## src/rtl/prbs_pkg.sv

```systemverilog
package prbs_pkg;

    localparam int unsigned LFSR_W   = 31;
    localparam int unsigned WIDE_W   = 10;
    localparam int unsigned NARROW_W = 8;
    localparam int unsigned SEL_W    = 3;

    typedef logic [LFSR_W-1:0] lfsr_t;
    typedef logic [SEL_W-1:0]  code_t;

    localparam lfsr_t SEED_ONES = '1;

    typedef struct packed {
        lfsr_t             state;
        logic [WIDE_W-1:0] word;
        logic              valid;
        logic              running;
        code_t             code;
    } gen_regs_t;

endpackage

```

## src/rtl/prbs_tap_sel.sv

```systemverilog
module prbs_tap_sel
    import prbs_pkg::*;
(
    input  code_t code_i,
    output lfsr_t mask_o,
    output logic  wide_o
);
    // Bit (e-1) of the mask is set for each non-constant exponent e.
    always_comb begin
        unique case (code_i)
            3'd0:    mask_o = lfsr_t'(32'h0000_801C);
            3'd1:    mask_o = lfsr_t'(32'h0000_D008);
            3'd2:    mask_o = lfsr_t'(32'h4800_0000);
            3'd3:    mask_o = lfsr_t'(32'h0000_0060);
            3'd4:    mask_o = lfsr_t'(32'h0000_6000);
            3'd5:    mask_o = lfsr_t'(32'h0042_0000);
            3'd6:    mask_o = lfsr_t'(32'h4800_0000);
            default: mask_o = lfsr_t'(32'h0000_0060);
        endcase
    end

    assign wide_o = code_i[SEL_W-1];

endmodule

```

## src/rtl/prbs_stepper.sv

```systemverilog
module prbs_stepper #(
    parameter int unsigned W     = 31,
    parameter int unsigned STEPS = 10,
    parameter int unsigned SHORT = 8
) (
    input  logic [W-1:0]     state_i,
    input  logic [W-1:0]     mask_i,
    input  logic             wide_i,
    output logic [W-1:0]     state_o,
    output logic [STEPS-1:0] bits_o
);
    localparam int unsigned PAD = STEPS - SHORT;

    logic [W-1:0]     chain [0:STEPS];
    logic [STEPS-1:0] fb;

    assign chain[0] = state_i;

    for (genvar g = 0; g < STEPS; g++) begin : g_step
        assign fb[g]         = ^(chain[g] & mask_i);
        assign chain[g+1]    = {chain[g][W-2:0], fb[g]};
    end

    assign state_o = wide_i ? chain[STEPS] : chain[SHORT];
    assign bits_o  = wide_i ? fb : {{PAD{1'b0}}, fb[SHORT-1:0]};

endmodule

```

## src/rtl/prbs_gen.sv

```systemverilog
module prbs_gen
    import prbs_pkg::*;
(
    input  logic              clk_i,
    input  logic              rst_ni,
    input  logic              en_i,
    input  logic              start_i,
    input  logic              lclr_i,
    input  logic              load_i,
    input  logic [LFSR_W-1:0] seed_i,
    input  logic [SEL_W-1:0]  sel_i,
    output logic [WIDE_W-1:0] word_o,
    output logic              valid_o
);
    gen_regs_t         r_d, r_q;
    logic              run;
    code_t             code_eff;
    lfsr_t             mask;
    logic              wide;
    lfsr_t             step_state;
    logic [WIDE_W-1:0] step_bits;

    assign run      = en_i & start_i;
    assign code_eff = r_q.running ? r_q.code : sel_i;

    prbs_tap_sel i_taps (
        .code_i (code_eff),
        .mask_o (mask),
        .wide_o (wide)
    );

    prbs_stepper #(
        .W     (LFSR_W),
        .STEPS (WIDE_W),
        .SHORT (NARROW_W)
    ) i_step (
        .state_i (r_q.state),
        .mask_i  (mask),
        .wide_i  (wide),
        .state_o (step_state),
        .bits_o  (step_bits)
    );

    always_comb begin
        r_d         = r_q;
        r_d.code    = code_eff;
        r_d.running = run & ~lclr_i;
        r_d.valid   = 1'b0;
        if (lclr_i) begin
            r_d.state = SEED_ONES;
            r_d.word  = '0;
        end else if (load_i) begin
            r_d.state = (seed_i == '0) ? SEED_ONES : seed_i;
        end else if (run) begin
            r_d.state = step_state;
            r_d.word  = step_bits;
            r_d.valid = 1'b1;
        end
    end

    always_ff @(posedge clk_i or negedge rst_ni) begin
        if (!rst_ni) begin
            r_q.state   <= SEED_ONES;
            r_q.word    <= '0;
            r_q.valid   <= 1'b0;
            r_q.running <= 1'b0;
            r_q.code    <= '0;
        end else begin
            r_q <= r_d;
        end
    end

    assign word_o  = r_q.word;
    assign valid_o = r_q.valid;

    a_r3_narrow_top_zero: assert property (@(posedge clk_i) disable iff (!rst_ni)
        (valid_o && !r_q.code[SEL_W-1]) |-> (word_o[WIDE_W-1:NARROW_W] == '0));

    a_r5_valid_needs_run: assert property (@(posedge clk_i) disable iff (!rst_ni)
        valid_o |-> $past(en_i && start_i && !lclr_i && !load_i));

    a_r6_clear_to_seed: assert property (@(posedge clk_i) disable iff (!rst_ni)
        $past(lclr_i) |-> (r_q.state == SEED_ONES && !valid_o && word_o == '0));

    a_r7_never_zero: assert property (@(posedge clk_i) disable iff (!rst_ni)
        r_q.state != '0);

    a_r8_code_held: assert property (@(posedge clk_i) disable iff (!rst_ni)
        (r_q.running && $past(r_q.running)) |-> $stable(r_q.code));

    a_r9_idle_hold: assert property (@(posedge clk_i) disable iff (!rst_ni)
        ($past(!(en_i && start_i)) && $past(!lclr_i) && $past(!load_i))
        |-> ($stable(r_q.state) && $stable(word_o)));

endmodule

```

## config.mk

```make
export PLATFORM = sky130hd
export DESIGN_NAME = prbs_gen
export DESIGN_NICKNAME = d
export VERILOG_FILES = /design/src/rtl/prbs_pkg.sv /design/src/rtl/prbs_tap_sel.sv /design/src/rtl/prbs_stepper.sv /design/src/rtl/prbs_gen.sv
export SDC_FILE = /design/constraint.sdc
export NUM_CORES = 1
export LEC_CHECK = 0
export BUFFER_PORTS_ARGS = -buffer_cell sky130_fd_sc_hd__buf_2
export CELL_PAD_IN_SITES_DETAIL_PLACEMENT = 1
export CELL_PAD_IN_SITES_GLOBAL_PLACEMENT = 1
export CORE_MARGIN = 2
export CORE_UTILIZATION = 46
export CTS_CLUSTER_SIZE = 8
export DETAILED_ROUTE_END_ITERATION = 6
export GPL_ROUTABILITY_DRIVEN = 1
export GPL_TIMING_DRIVEN = 0
export PLACE_DENSITY_LB_ADDON = 0.1
export SLEW_MARGIN = 25
export SYNTH_ARGS = -nofsm -noshare
export SYNTH_HDL_FRONTEND = slang
export SYNTH_HIERARCHICAL = 1
export SYNTH_SLANG_ARGS = --single-unit
```

## constraint.sdc

```tcl
create_clock -name clk_i -period 8.15 [get_ports clk_i]
set_clock_uncertainty 0.15 [all_clocks]
set_input_delay 1.63 -clock clk_i [delete_from_list [all_inputs] [get_ports clk_i]]
set_output_delay 1.63 -clock clk_i [all_outputs]
set_load 0.03 [all_outputs]
```

==> impl_metrics.json <==
{
  "status": "complete, no violations",
  "route.detailed.drc": 0,
  "numPortBuffers": 50,
  "n_antenna_cell": 0,
  "crit_fanout": 10,
  "finalWorstPathRequiredPeriod_ns": 7.88,
  "core_um2": 16600,
  "initial_cell_density_of_the_core_pct": 47.3,
  "timing_worst_slew_pin_value_ns": 0.855,
  "place_ws_ns": -0.505,
  "cts-root-buf": "sky130_fd_sc_hd__clkbuf_16",
  "post_synth.cell_area_avg_um2": 7.16,
  "cap_viol_max_count": 0,
  "total_i_o_pin_count": 51,
  "synthCells": 1100,
  "synth_cell_types": 73,
  "synth-main-ff-cell": "sky130_fd_sc_hd__dfstp_2",
  "drive_above_1_share_pct": 18.9,
  "hold_buffers": 0,
  "detail_route.vias_per_cell": 5.68,
  "final.setup.worst_slack_ns": 0.271,
  "dr.first_iter.drc_count": 618,
  "worst_ep_required_time_ns": 8.22,
  "worstPathArrival_ns": 7.95,
  "fp-row-count": 47,
  "rsz0062_at_grt": "false",
  "yosys-mux-area-fraction_pct": 4.51,
  "main_combinational_cell_family_by_area_after_synthesis": "XOR/XNOR gates",
  "fmax_mhz": 127,
  "syn_to_final_growth_pct": 10.6,
  "num-nets-final": 1218,
  "cts_buffer_depth": 2,
  "clk_transition_reported_paths_ns": 0.07,
  "synth_edf_count": 0,
  "synth_top_area_share_pct": 23.6,
  "yosys_warnings": 6,
  "setup-violations-final": 0,
  "number_of_iterations_in_the_first_detailed_routing_pass": 6,
  "layout_worst_path_cycle_share_pct": 96.7,
  "detailroute.via_count": 7945,
  "critical_path.startpoint_type": "input port",
  "clk-insertion-delay-late_ns": 0.30,
  "antenna_found_initial": 0,
  "grt_pass1_wl_um": 45600,
  "synthSimpleGateAreaFrac_pct": 23.2,
  "grt_pass1_vias": 8115,
  "htree_levels": 2,
  "ant_nets": 0,
  "yosys.area.top_type": "sky130_fd_sc_hd__xnor2_1",
  "yosys-top-cells-area": "sky130_fd_sc_hd__xnor2_1, sky130_fd_sc_hd__nand2_1, sky130_fd_sc_hd__dfstp_2",
  "post_synth_xor_area_fraction_pct": 33.4,
  "wl_per_cell_um": 21.0,
  "die_span_in_y_um": 135,
  "worstHoldPathType": "flop to flop",
  "floorplan.die.width_um": 135,
  "synth_area_um2": 7880,
  "tritoncts_num_sinks": 46,
  "timing.critical_path.to_type": "flop",
  "floorplan.die_area_um2": 18200,
  "maxSlewViolCount": 0,
  "clock_tree_from_tritoncts": "yes",
  "critical_path_class": "input port to flop",
  "timing.slew.headroom_pct": 43.0,
  "async_flop_share_pct": 100,
  "wl_um": 29400,
  "synth_compound_area_share_pct": 14.4,
  "post_synth_fa_ha_maj_area_fraction_pct": 0,
  "grt-ovfl-total": 0,
  "synth_seq_area_share_pct": 15.1,
  "cts-buffers-inserted": 5,
  "gp_routability_congestion": 0.897,
  "finalHoldViolations": 0,
  "detailed_place_hpwl_um": 21400,
  "grt_max_degree": 47,
  "synth-seq-cells": 46,
  "grt.total_usage_pct": 32.7
}
[metrics by stage]
stage / util [%] / hold slack (ns) / cell area (um^2) / setup TNS (ns) / std cells
after floorplan: - / 0.301 / 7940 / 0 / 1117
after global placement: 50.9 / 0.318 / 8470 / -0.787 / 1387
after detailed placement: 50.9 / 0.324 / 8470 / -0.972 / 1387
after CTS: 52.1 / 0.337 / 8660 / 0 / 1395
after global routing: 52.4 / 0.361 / 8710 / 0 / 1399
final: 52.4 / 0.336 / 8710 / 0 / 1399
[worst paths after layout]
check / end / slack, ns / cells after the start / startpoint
worst min-delay path: r_q[37] / 0.34 / 2 / r_q[37]
worst max-delay path: word_o[9] / 0.27 / 25 / sel_i[1]
worst min register to register: r_q[37] / 0.34 / 2 / r_q[37]
worst max register to register: word_o[9] / 1.19 / 24 / r_q[3]
max in group asynchronous: r_q[34] / 6.26 / 1 / rst_ni
min in group asynchronous: word_o[3] / 1.18 / 1 / rst_ni
[per-layer routing]
metal  share of wire (%)  vias up  GRT usage [%]
met2                  46      296           53.9
met1                  44     3903           44.3
met4                 3.9        0           13.4
met5                   0        -              0
met3                 6.5       71           2.44
li1                    -     3675              -
[critical path, cell delays in order]
cell                       delay [ns]
sky130_fd_sc_hd__buf_2           0.10
sky130_fd_sc_hd__mux2_2          0.34
sky130_fd_sc_hd__nor2_2          0.29
sky130_fd_sc_hd__and2_2          0.21
sky130_fd_sc_hd__buf_6           0.16
sky130_fd_sc_hd__nand2_1         0.09
sky130_fd_sc_hd__xnor3_1         0.32
sky130_fd_sc_hd__xnor3_1         0.37
sky130_fd_sc_hd__xnor3_1         0.27
sky130_fd_sc_hd__xnor3_2         0.54
sky130_fd_sc_hd__a211oi_1        0.07
sky130_fd_sc_hd__or4b_4          0.60
sky130_fd_sc_hd__xnor2_4         0.33
sky130_fd_sc_hd__a31oi_1         0.11
sky130_fd_sc_hd__or4_1           0.57
sky130_fd_sc_hd__nand4_1         0.17
sky130_fd_sc_hd__mux2i_1         0.31
sky130_fd_sc_hd__xnor2_2         0.16
sky130_fd_sc_hd__buf_4           0.17
sky130_fd_sc_hd__a211oi_1        0.06
sky130_fd_sc_hd__nor4b_2         0.32
sky130_fd_sc_hd__nor3_1          0.14
sky130_fd_sc_hd__nor3_1          0.33
sky130_fd_sc_hd__nand2_1         0.10
sky130_fd_sc_hd__a21oi_1         0.16
[cell usage in the layout, fill, tap and decap left out, types with 8 or more instances in the layout]
cell,n
sky130_fd_sc_hd__buf_4,43
sky130_fd_sc_hd__buf_2,71
sky130_fd_sc_hd__xnor2_1,210
sky130_fd_sc_hd__o21ai_0,29
sky130_fd_sc_hd__inv_1,8
sky130_fd_sc_hd__xor2_1,58
sky130_fd_sc_hd__dfstp_2,31
sky130_fd_sc_hd__a2bb2oi_1,22
sky130_fd_sc_hd__nor2_1,17
sky130_fd_sc_hd__mux2_2,28
sky130_fd_sc_hd__a21oi_1,51
sky130_fd_sc_hd__a2bb2oi_2,9
sky130_fd_sc_hd__nor4_1,8
sky130_fd_sc_hd__nor3_1,17
sky130_fd_sc_hd__nand3_1,9
sky130_fd_sc_hd__clkbuf_1,58
sky130_fd_sc_hd__a32oi_1,8
sky130_fd_sc_hd__xnor3_1,8
sky130_fd_sc_hd__dfrtp_1,15
sky130_fd_sc_hd__conb_1,18
sky130_fd_sc_hd__nand2_1,349
[sequential cells by signal, indices dropped and copies added, names as in the netlist]
name / count
word_o: 10
r_q: 35
valid_o: 1
[cells in the mapped netlist, types with 2 or more instances]
| cell type | instances |
|---|---|
| sky130_fd_sc_hd__a2bb2oi_1 | 22 |
| sky130_fd_sc_hd__a211oi_1 | 2 |
| sky130_fd_sc_hd__or4_1 | 3 |
| sky130_fd_sc_hd__a32oi_1 | 8 |
| sky130_fd_sc_hd__nand4_1 | 4 |
| sky130_fd_sc_hd__nor2_1 | 18 |
| sky130_fd_sc_hd__inv_2 | 3 |
| sky130_fd_sc_hd__and2_2 | 2 |
| sky130_fd_sc_hd__a22o_1 | 5 |
| sky130_fd_sc_hd__mux2_2 | 28 |
| sky130_fd_sc_hd__nand2b_1 | 4 |
| sky130_fd_sc_hd__o21ai_0 | 29 |
| sky130_fd_sc_hd__mux2i_1 | 4 |
| sky130_fd_sc_hd__xnor3_1 | 8 |
| sky130_fd_sc_hd__a21boi_0 | 3 |
| sky130_fd_sc_hd__buf_6 | 6 |
| sky130_fd_sc_hd__a21oi_1 | 51 |
| sky130_fd_sc_hd__or2_2 | 3 |
| sky130_fd_sc_hd__clkbuf_1 | 59 |
| sky130_fd_sc_hd__or2_1 | 2 |
| sky130_fd_sc_hd__xnor2_1 | 212 |
| sky130_fd_sc_hd__nor3_1 | 17 |
| sky130_fd_sc_hd__inv_1 | 8 |
| sky130_fd_sc_hd__and2_1 | 3 |
| sky130_fd_sc_hd__buf_1 | 6 |
| sky130_fd_sc_hd__o22ai_1 | 2 |
| sky130_fd_sc_hd__nand3_1 | 9 |
| sky130_fd_sc_hd__nor4_1 | 8 |
| sky130_fd_sc_hd__a2bb2oi_2 | 9 |
| sky130_fd_sc_hd__dfrtp_1 | 15 |
| sky130_fd_sc_hd__xor2_1 | 58 |
| sky130_fd_sc_hd__o21ai_1 | 3 |
| sky130_fd_sc_hd__buf_4 | 37 |
| sky130_fd_sc_hd__a31oi_1 | 4 |
| sky130_fd_sc_hd__xor2_2 | 2 |
| sky130_fd_sc_hd__dfstp_2 | 31 |
| sky130_fd_sc_hd__nand2_1 | 349 |
| sky130_fd_sc_hd__o21a_1 | 2 |
| sky130_fd_sc_hd__o211ai_1 | 6 |
| sky130_fd_sc_hd__buf_2 | 22 |
[kinds of logic (layout without fill, tap and decap cells)]
logic type,after synthesis,in the layout
buffers and inverters,141,203
other,1,18
AOI/OAI and AO/OA,161,161
xor gates and xnor gates,282,282
and+or+nand+nor,437,437
muxes,32,32
DFF,46,46
[layout make-up]
class                           instances  area, um^2
Fill cell                            2205        7930
Multi-Input combinational cell        930        6050
Sequential cell                        46        1190
Buffer                                129         697
Timing Repair Buffer                   55         290
Tap cell                              220         275
Clock buffer                            7         143
Inverter                               11        41.3
Clock inverter                          1        30.0
[what timing repair did]
action,in CTS,in global routing
setup endpoints to repair,2,2
pin swaps,0,2
buffers inserted,0,5
resized for setup,3,3
Power is left out: the tool's default activity adds up to more than one toggle a clock period on the data nets, which glitch-free logic cannot reach.
